$ cat config.mk
export PLATFORM = sky130hd
export DESIGN_NAME = irq_ctrl_top
export DESIGN_NICKNAME = d
export VERILOG_FILES = /design/src/rtl/irq_ctrl_pkg.sv /design/src/rtl/irq_ctrl_regs.sv /design/src/rtl/irq_ctrl_detect.sv /design/src/rtl/irq_ctrl_route.sv /design/src/rtl/irq_ctrl_top.sv
export SDC_FILE = /design/constraint.sdc
export NUM_CORES = 1
export LEC_CHECK = 0
export BUFFER_PORTS_ARGS = -buffer_cell sky130_fd_sc_hd__buf_2
export CAP_MARGIN = 30
export CORE_AREA = 2 2 142 172
export DETAILED_ROUTE_END_ITERATION = 10
export DIE_AREA = 0 0 144 174
export GPL_ROUTABILITY_DRIVEN = 0
export PLACE_DENSITY = 0.7
export SYNTH_ARGS = -nofsm -noshare
export SYNTH_HDL_FRONTEND = slang
export SYNTH_SLANG_ARGS = --single-unit
$ cat constraint.sdc
create_clock -name clk_i -period 2.83 [get_ports clk_i]
set_input_delay 0.566 -clock clk_i [delete_from_list [all_inputs] [get_ports clk_i]]
set_output_delay 0.566 -clock clk_i [all_outputs]
set_load 0.01 [all_outputs]
$ cat src/rtl/irq_ctrl_pkg.sv
package irq_ctrl_pkg;
  // word index = byte address >> 2
  typedef enum logic [2:0] {
    SEL_ENA  = 3'd0,
    SEL_PEND = 3'd1,
    SEL_STAT = 3'd2,
    SEL_POL  = 3'd3,
    SEL_TRIG = 3'd4,
    SEL_ROUT = 3'd5
  } reg_sel_e;
endpackage

$ cat src/rtl/irq_ctrl_regs.sv
module irq_ctrl_regs
  import irq_ctrl_pkg::*;
#(
  parameter int NUM_SRC = 32,
  parameter int ADDR_W  = 5
) (
  input  logic               clk_i,
  input  logic               rst_ni,
  input  logic [ADDR_W-1:0]  addr_i,
  input  logic [NUM_SRC-1:0] wdata_i,
  input  logic               we_i,
  input  logic               re_i,
  input  logic [NUM_SRC-1:0] pend_i,
  input  logic [NUM_SRC-1:0] stat_i,
  output logic [NUM_SRC-1:0] ena_o,
  output logic [NUM_SRC-1:0] pol_o,
  output logic [NUM_SRC-1:0] trig_o,
  output logic [NUM_SRC-1:0] rout_o,
  output logic [NUM_SRC-1:0] clr_o,
  output logic [NUM_SRC-1:0] rdata_o
);
  localparam int IDX_W = ADDR_W - 2;

  logic [IDX_W-1:0]   idx;
  logic [NUM_SRC-1:0] ena_q, pol_q, trig_q, rout_q, rdata_q, rd_mux;
  logic               hit_ena, hit_pend, hit_stat, hit_pol, hit_trig, hit_rout;

  assign idx      = addr_i[ADDR_W-1:2];
  assign hit_ena  = (idx == IDX_W'(SEL_ENA));
  assign hit_pend = (idx == IDX_W'(SEL_PEND));
  assign hit_stat = (idx == IDX_W'(SEL_STAT));
  assign hit_pol  = (idx == IDX_W'(SEL_POL));
  assign hit_trig = (idx == IDX_W'(SEL_TRIG));
  assign hit_rout = (idx == IDX_W'(SEL_ROUT));

  always_ff @(posedge clk_i or negedge rst_ni) begin
    if (!rst_ni) begin
      ena_q  <= '0;
      pol_q  <= '0;
      trig_q <= '0;
      rout_q <= '0;
    end else if (we_i) begin
      if (hit_ena)  ena_q  <= wdata_i;
      if (hit_pol)  pol_q  <= wdata_i;
      if (hit_trig) trig_q <= wdata_i;
      if (hit_rout) rout_q <= wdata_i;
    end
  end

  // write-one-to-clear strobe toward the edge latches
  assign clr_o = (we_i && hit_pend) ? wdata_i : '0;

  always_comb begin
    rd_mux = '0;
    if (hit_ena)  rd_mux = ena_q;
    if (hit_pend) rd_mux = pend_i;
    if (hit_stat) rd_mux = stat_i;
    if (hit_pol)  rd_mux = pol_q;
    if (hit_trig) rd_mux = trig_q;
    if (hit_rout) rd_mux = rout_q;
  end

  always_ff @(posedge clk_i or negedge rst_ni) begin
    if (!rst_ni)   rdata_q <= '0;
    else if (re_i) rdata_q <= rd_mux;
  end

  assign ena_o   = ena_q;
  assign pol_o   = pol_q;
  assign trig_o  = trig_q;
  assign rout_o  = rout_q;
  assign rdata_o = rdata_q;

  assert_cfg_write_R2: assert property (@(posedge clk_i) disable iff (!rst_ni)
    (we_i && hit_trig) |=> (trig_q == $past(wdata_i)));

  assert_stat_ro_R7: assert property (@(posedge clk_i) disable iff (!rst_ni)
    (we_i && hit_stat) |=> ($stable(ena_q) && $stable(pol_q) && $stable(trig_q) && $stable(rout_q)));
endmodule

$ cat src/rtl/irq_ctrl_detect.sv
module irq_ctrl_detect #(
  parameter int NUM_SRC = 32
) (
  input  logic               clk_i,
  input  logic               rst_ni,
  input  logic [NUM_SRC-1:0] src_i,
  input  logic [NUM_SRC-1:0] pol_i,
  input  logic [NUM_SRC-1:0] trig_i,
  input  logic [NUM_SRC-1:0] clr_i,
  output logic [NUM_SRC-1:0] pend_o
);
  for (genvar g = 0; g < NUM_SRC; g++) begin : g_src
    logic prev_q, latch_q, active, edge_hit;

    assign active   = pol_i[g] ? src_i[g] : ~src_i[g];
    assign edge_hit = pol_i[g] ? (src_i[g] & ~prev_q) : (~src_i[g] & prev_q);

    always_ff @(posedge clk_i or negedge rst_ni) begin
      if (!rst_ni) begin
        prev_q  <= 1'b0;
        latch_q <= 1'b0;
      end else begin
        prev_q  <= src_i[g];
        // new edge beats a same-cycle clear; level mode drops the latch
        latch_q <= trig_i[g] & (edge_hit | (latch_q & ~clr_i[g]));
      end
    end

    assign pend_o[g] = trig_i[g] ? latch_q : active;

    assert_edge_latch_R4: assert property (@(posedge clk_i) disable iff (!rst_ni)
      (trig_i[g] && edge_hit) |=> latch_q);

    assert_ack_clear_R5: assert property (@(posedge clk_i) disable iff (!rst_ni)
      (trig_i[g] && latch_q && clr_i[g] && !edge_hit) |=> !latch_q);

    assert_edge_wins_R6: assert property (@(posedge clk_i) disable iff (!rst_ni)
      (trig_i[g] && edge_hit && clr_i[g]) |=> latch_q);

    assert_level_drop_R9: assert property (@(posedge clk_i) disable iff (!rst_ni)
      !trig_i[g] |=> !latch_q);
  end
endmodule

$ cat src/rtl/irq_ctrl_route.sv
module irq_ctrl_route #(
  parameter int NUM_SRC = 32
) (
  input  logic [NUM_SRC-1:0] pend_i,
  input  logic [NUM_SRC-1:0] ena_i,
  input  logic [NUM_SRC-1:0] rout_i,
  output logic [NUM_SRC-1:0] stat_o,
  output logic               irq_o,
  output logic               fiq_o
);
  assign stat_o = pend_i & ena_i;
  assign irq_o  = |(stat_o & ~rout_i);
  assign fiq_o  = |(stat_o & rout_i);
endmodule

$ cat src/rtl/irq_ctrl_top.sv
module irq_ctrl_top #(
  parameter int NUM_SRC = 32,
  parameter int ADDR_W  = 5
) (
  input  logic               clk_i,
  input  logic               rst_ni,
  input  logic [NUM_SRC-1:0] src_i,
  input  logic [ADDR_W-1:0]  addr_i,
  input  logic [NUM_SRC-1:0] wdata_i,
  input  logic               we_i,
  input  logic               re_i,
  output logic [NUM_SRC-1:0] rdata_o,
  output logic               irq_o,
  output logic               fiq_o
);
  logic [NUM_SRC-1:0] ena, pol, trig, rout, clr, pend, stat;

  irq_ctrl_regs #(.NUM_SRC(NUM_SRC), .ADDR_W(ADDR_W)) u_regs (
    .clk_i   (clk_i),
    .rst_ni  (rst_ni),
    .addr_i  (addr_i),
    .wdata_i (wdata_i),
    .we_i    (we_i),
    .re_i    (re_i),
    .pend_i  (pend),
    .stat_i  (stat),
    .ena_o   (ena),
    .pol_o   (pol),
    .trig_o  (trig),
    .rout_o  (rout),
    .clr_o   (clr),
    .rdata_o (rdata_o)
  );

  irq_ctrl_detect #(.NUM_SRC(NUM_SRC)) u_detect (
    .clk_i  (clk_i),
    .rst_ni (rst_ni),
    .src_i  (src_i),
    .pol_i  (pol),
    .trig_i (trig),
    .clr_i  (clr),
    .pend_o (pend)
  );

  irq_ctrl_route #(.NUM_SRC(NUM_SRC)) u_route (
    .pend_i (pend),
    .ena_i  (ena),
    .rout_i (rout),
    .stat_o (stat),
    .irq_o  (irq_o),
    .fiq_o  (fiq_o)
  );

  assert_masked_quiet_R8: assert property (@(posedge clk_i) disable iff (!rst_ni)
    (ena == '0) |-> (!irq_o && !fiq_o));

  assert_no_fast_route_R8: assert property (@(posedge clk_i) disable iff (!rst_ni)
    (rout == '0) |-> !fiq_o);

  assert_level_follow_R3: assert property (@(posedge clk_i) disable iff (!rst_ni)
    (trig == '0 && pol == '1) |-> (pend == src_i));
endmodule

==> results.py, run 1 <==
metrics = {
    "outcome": {
        "status": "complete, but fails checks",
        "failed_checks": "setup timing",
    },
    "global_routing": {
        "grt_pass1_vias": 10100,
        "antenna_found_initial": 0,
        "grt_max_degree": 79,
        "grt_pass1_wl_um": 56600,
        "overflow": 0,
        "grt_use_total_pct": 29.5,
    },
    "worst_setup_path": {
        "startpoint_type": "flip-flop",
        "reg2reg_to": "u_regs.rdata_o[11]$_DFFE_PN0P_",
        "ff2ff_path_depth": 5,
        "endpoint_kind": "output pin",
        "critical_path.max_fanout": 8,
        "crit_type": "flip-flop to output pin",
        "r2r_slack_ns": 1.21,
        "critical_path_required_ns": 2.26,
        "cp_data_arrival_time_ns": 2.53,
        "reg2reg_from": "u_regs.pol_o[11]$_DFFE_PN0P_",
    },
    "logic_synthesis": {
        "synth_edf_count": 0,
        "synth_compound_gate_area_share_pct": 14.3,
        "synth_cell_types": 65,
        "synth-simple-area-share_pct": 19.1,
        "syn_avg_cell_area_um2": 10.2,
        "ys_seq_elements": 224,
        "synth-seq-area-share_pct": 46.9,
        "synth_fa_ha_area_share_pct": 0,
        "async_flop_share_pct": 100,
        "muxShareOfSynthArea_pct": 15.0,
        "netlist_instances": 1178,
        "synth_area_leaders": "dfrtp_1, mux2_2, nand2_1",
        "synth_xor_area_share_pct": 2.20,
        "synth_top_area_share_pct": 46.9,
        "yosys.area.top_type": "dfrtp_1",
        "netlist_area_um2": 12000,
        "synth_flop_cell": "dfrtp_1",
        "synth_fp_nets": 1251,
        "yosys_warnings": 0,
        "synth_top_family_by_area": "simple AND/OR/NAND/NOR gates",
    },
    "routing": {
        "wire_per_inst_um": 22.1,
        "initialDrtViolationCount": 989,
        "final_antenna_net_count": 0,
        "wirelength_um": 37000,
        "avgViaCountPerCell": 6.20,
        "vias": 10400,
        "route.detailed.drc": 0,
        "first_pass_iters": 8,
    },
    "cells_and_area": {
        "nets": 1408,
        "final_cells": 1673,
        "final_common_cell": "dfrtp_1",
        "area_growth_pct": 21.0,
        "ff_latch_area_um2": 5620,
        "multi_input_area_um2": 6270,
        "fillCellCount": 1934,
        "layout_common_cells": "dfrtp_1, nand2_1, mux2_2",
        "drive_above_1_share_pct": 29.9,
        "num_antenna_cells": 0,
    },
    "power": {
        "powerDensity_nw_per_um2": 734,
        "p_leak_uw": 0.00614,
        "peakVddDrop_uv": 535,
    },
    "floorplanning": {
        "initial_core_util_pct": 50.9,
        "die-area_um2": 25100,
        "io_pins": 107,
        "fp.dieW_um": 144,
        "num_rows": 62,
        "coreArea_um2": 23500,
        "die_h_um": 174,
    },
    "timing": {
        "fmax_mhz": 322,
        "hold_viol": 0,
        "setup_ws_ns": -0.271,
        "slew_headroom_pct": 42.6,
        "fin_crit_ns": 3.10,
        "fin_hold_ws_ns": 0.0206,
        "finalSetupViolations": 2,
        "worst_pin_slew_ns": 0.849,
        "maxSlewViolCount": 0,
        "rsz0062_at_grt": "true",
        "period_share_pct": 110,
        "fin_skew_ns": 0.00969,
    },
    "cts": {
        "cts.path.max_buffers": 3,
        "clock_latency_ns": 0.53,
        "clock-root-buffer": "clkbuf_16",
        "hold_buffers": 0,
        "cts_max_level": 1,
        "tritoncts": "yes",
        "clock_sinks": 224,
        "clkTransAtPathRegs_ns": 0.06,
        "cts_buffers": 25,
    },
    "placed_design": {
        "hpwl_um": 25700,
        "port_buffers": 104,
        "place_inst": 1620,
        "dp_slack_ns": -0.265,
    },
    "run": {
        "drv_cap": 0,
    },
    "min_path": {
        "hold_class": "primary input to asynchronous set/reset pin",
    },
}
## registers in the layout (all words and copies together), names as in the netlist
name,count
u_regs.rout_o,32
u_regs.pol_o,32
u_regs.rdata_o,32
u_regs.ena_o,32
u_regs.trig_o,32
u_detect.g_src.latch_q,32
u_detect.g_src.prev_q,32
## how the worst max path moves through the flow
stage,startpoint,end,slack (ns),cells past startpoint
detailed placement,src_i[18],irq_o,-0.27,8
floorplan,src_i[4],fiq_o,0.29,5
CTS,u_regs.trig_o[1]$_DFFE_PN0P_,irq_o,-0.27,6
global route,u_regs.pol_o[1]$_DFFE_PN0P_,fiq_o,-0.33,7
global placement,src_i[18],irq_o,-0.20,8
finish,u_regs.trig_o[13]$_DFFE_PN0P_,irq_o,-0.27,6
## what timing repair did
action	CTS	global route
resized for setup	30	13
pin swaps	14	6
endpoints found under the setup margin	2	2
setup buffers	8	0
gates cloned	0	0
## layout make-up
cell class	instances	area share, %
Clock buffer	31	4.68
Clock inverter	14	1.24
Inverter	12	0.311
Multi-Input combinational cell	875	43.3
Sequential cell	224	38.8
Tap cell	320	2.77
Timing Repair Buffer	197	8.92
## synth_stat cells, types with 4 or more instances
cell type	instances
a21oi_1	38
o22a_1	8
o221ai_1	13
o2111ai_1	7
nor3b_1	4
a22oi_1	15
mux2i_1	18
nand4_1	23
and3_1	5
a31oi_1	10
nor2_1	87
clkbuf_1	48
mux2_1	28
inv_1	9
a21o_1	12
xor2_1	23
o31a_1	7
o22ai_1	8
a221oi_1	33
o21ai_1	4
nor4_1	10
o21ai_0	55
nand2_1	145
nand4b_1	26
xnor2_1	7
buf_2	9
nor3_1	30
buf_1	10
nand3_1	14
nor4b_1	21
a221o_1	7
nor2b_1	44
dfrtp_1	224
mux2_2	115
nand2b_1	8
## critical path: stages (launching register included)
cell	delay (ns)
dfrtp_1	0.44
nand4b_1	0.23
nand4_1	0.15
nor4_2	0.32
nand4_1	0.14
or4_4	0.58
buf_6	0.14
## metal layers
layer,GRT usage (%),part of all wire [%],up-vias
met3,6.39,8.2,121
met4,12.4,4.8,0
met5,0,0,-
met2,48.1,48,450
li1,-,-,4683
met1,37.9,39,5126
## kinds of logic (layout without fill, tap and decap cells)
logic type,count (synthesis),in the layout
and+or+nand+nor,439,439
AOI/OAI and AO/OA,245,245
DFF,224,224
muxes,161,161
buffers and inverters,79,254
xor gates and xnor gates,30,30
## power by group
group          internal [uW]  switching [uW]
Clock                   2060            1330
Combinational           1380            1300
Sequential              3800             751
Total                   7240            3380
## per-stage QoR
step | power, uW | area [um2] | setup TNS, ns | utilization [%]
detailed placement | 7060 | 13300 | -0.404 | 56.7
CTS | 10600 | 14400 | -0.506 | 61.3
floorplan | 6010 | 12000 | 0 | -
global route | 11100 | 14500 | -0.651 | 61.6
finish | 10600 | 14500 | -0.537 | 61.6
global placement | 6960 | 13300 | -0.382 | 56.7
No activity file was read; power rests on OpenSTA's default activity.
==> run 2, diff against run 1 <==
BUFFER_PORTS_ARGS = not set   (was -buffer_cell sky130_fd_sc_hd__buf_2)
DONT_BUFFER_PORTS = 1   (was not set)
PLACE_DENSITY = 0.66   (was 0.7)
==> run 2 against run 1 <==
The run ends with hold timing, setup timing left; non-clock buffer count down 149; worst setup slack gained 0.11 ns; sequential share of layout area rose by 2.8 points; hold slack lost 0.29 ns; fmax grew 3.7%; critical endpoint unchanged; largest power group unchanged.
==> results.py, run 2 (same netlist as run 1, synthesis figures left out) <==
metrics = {
    "outcome": {
        "status": "complete, but fails checks",
        "failed_checks": "hold timing, setup timing",
    },
    "cells_and_area": {
        "nets": 1259,
        "postLayoutCellArea_um2": 13500,
        "multi_input_area_um2": 6250,
        "num_antenna_cells": 0,
        "area_growth_pct": 12.8,
        "final_cells": 1520,
        "layout_common_cells": "dfrtp_1, nand2_1, mux2_2",
        "fillCellCount": 2030,
        "drive_above_1_share_pct": 20.2,
        "final_core_util_pct": 57.4,
        "ff_latch_area_um2": 5610,
        "final_common_cell": "dfrtp_1",
    },
    "min_path": {
        "hold_class": "primary input to asynchronous set/reset pin",
    },
    "worst_setup_path": {
        "critical_path_required_ns": 2.26,
        "reg2reg_to": "u_regs.rdata_o[1]$_DFFE_PN0P_",
        "path_buf_inv": 1,
        "cp_data_arrival_time_ns": 2.43,
        "crit_type": "flip-flop to output pin",
        "crit_family": "simple AND/OR/NAND/NOR gates",
        "path_cells": "xor2_4 > nor4b_4 > a2111oi_2 > buf_4 > nand3_1 > or4_4",
        "startpoint_type": "flip-flop",
        "endpoint_kind": "output pin",
        "critical_path.max_fanout": 2,
        "reg2reg_from": "u_regs.pol_o[1]$_DFFE_PN0P_",
        "ff2ff_path_depth": 5,
        "slowest_stage": "or4_4",
        "r2r_slack_ns": 1.31,
        "max_stage_delay_ns": 0.59,
    },
    "global_routing": {
        "grt_pass1_wl_um": 55700,
        "grt_max_degree": 225,
        "antenna_found_initial": 0,
        "grt_use_total_pct": 29.0,
        "overflow": 0,
        "grt_pass1_vias": 9521,
    },
    "cts": {
        "cts_max_level": 1,
        "clkTransAtPathRegs_ns": 0.06,
        "tritoncts": "yes",
        "cts_buffers": 25,
        "clock_latency_ns": 0.53,
        "clock-root-buffer": "clkbuf_16",
        "cts.path.max_buffers": 3,
        "clock_sinks": 224,
    },
    "routing": {
        "avgViaCountPerCell": 6.42,
        "vias": 9752,
        "wire_per_inst_um": 23.9,
        "wirelength_um": 36300,
        "final_antenna_net_count": 0,
        "route.detailed.drc": 0,
        "initialDrtViolationCount": 837,
        "first_pass_iters": 5,
    },
    "timing": {
        "period_share_pct": 106,
        "finalSetupViolations": 2,
        "maxSlewViolCount": 0,
        "fin_crit_ns": 2.99,
        "fin_hold_ws_ns": -0.271,
        "worst_pin_slew_ns": 1.01,
        "fmax_mhz": 334,
        "rsz0062_at_grt": "true",
        "setup_ws_ns": -0.161,
        "slew_headroom_pct": 31.8,
        "fin_skew_ns": 0.0124,
        "hold_viol": 224,
    },
    "placed_design": {
        "dpl_cell_area_um2": 12400,
        "port_buffers": 0,
        "place_inst": 1465,
        "hpwl_um": 23700,
    },
    "floorplanning": {
        "fp.dieW_um": 144,
        "io_pins": 107,
        "initial_core_util_pct": 50.9,
        "coreArea_um2": 23500,
        "die_h_um": 174,
        "num_rows": 62,
        "die-area_um2": 25100,
    },
    "power": {
        "peakVddDrop_uv": 497,
        "p_leak_uw": 0.00547,
        "power_uw": 9980,
        "powerDensity_nw_per_um2": 739,
    },
    "run": {
        "drv_cap": 0,
    },
}
## run 2: worst max path at each step
stage / from / endpoint / depth (start not counted)
floorplan: src_i[4] / fiq_o / 5
global placement: src_i[18] / irq_o / 6
global route: u_regs.pol_o[30]$_DFFE_PN0P_ / irq_o / 6
finish: u_regs.pol_o[18]$_DFFE_PN0P_ / irq_o / 6
CTS: u_detect.g_src[8].latch_q$_DFF_PN0_ / irq_o / 5
detailed placement: src_i[18] / irq_o / 6
## run 2: worst reg2reg max path: stages (launching register included)
cell	delay (ns)
dfrtp_1	0.44
xor2_2	0.21
o21ai_0	0.10
a22oi_1	0.15
o221ai_1	0.19
mux2_2	0.31
## run 2: report_power, final
| group | switching, uW | internal (uW) | leakage, uW |
|---|---|---|---|
| Sequential | 832 | 3800 | 0.00273 |
| Clock | 1300 | 1910 | 0.000394 |
| Combinational | 972 | 1170 | 0.00235 |
| Total | 3100 | 6880 | 0.00547 |
## run 2: through the flow
step | worst slack, ns | setup TNS, ns
after floorplan | 0.294 | 0
after detailed placement | 0.00839 | 0
after global routing | -0.238 | -0.433
after global placement | 0.0427 | 0
final | -0.161 | -0.289
after CTS | -0.180 | -0.293
## run 2: cell type report
type	count	area share (%)
flip-flops and latches	224	41.6
clock inverters	3	0.324
multi-input cells	875	46.3
well taps	320	2.97
clock buffers	38	5.59
inverters	12	0.334
repair buffers	48	2.88
## run 2: metal layers
layer / vias up / track usage, % / routed length (um)
met5: - / 0 / 0
met4: 0 / 10.9 / 1510
met3: 94 / 6.83 / 3140
met2: 365 / 47.9 / 17300
met1: 4901 / 37.0 / 14300
li1: 4392 / - / -
## run 2: repair_timing
item	in CTS	in global routing
setup endpoints to repair	2	2
endpoints found under the hold margin	224	224
setup buffers	12	2
pin swaps	5	9
gates resized for setup	26	10
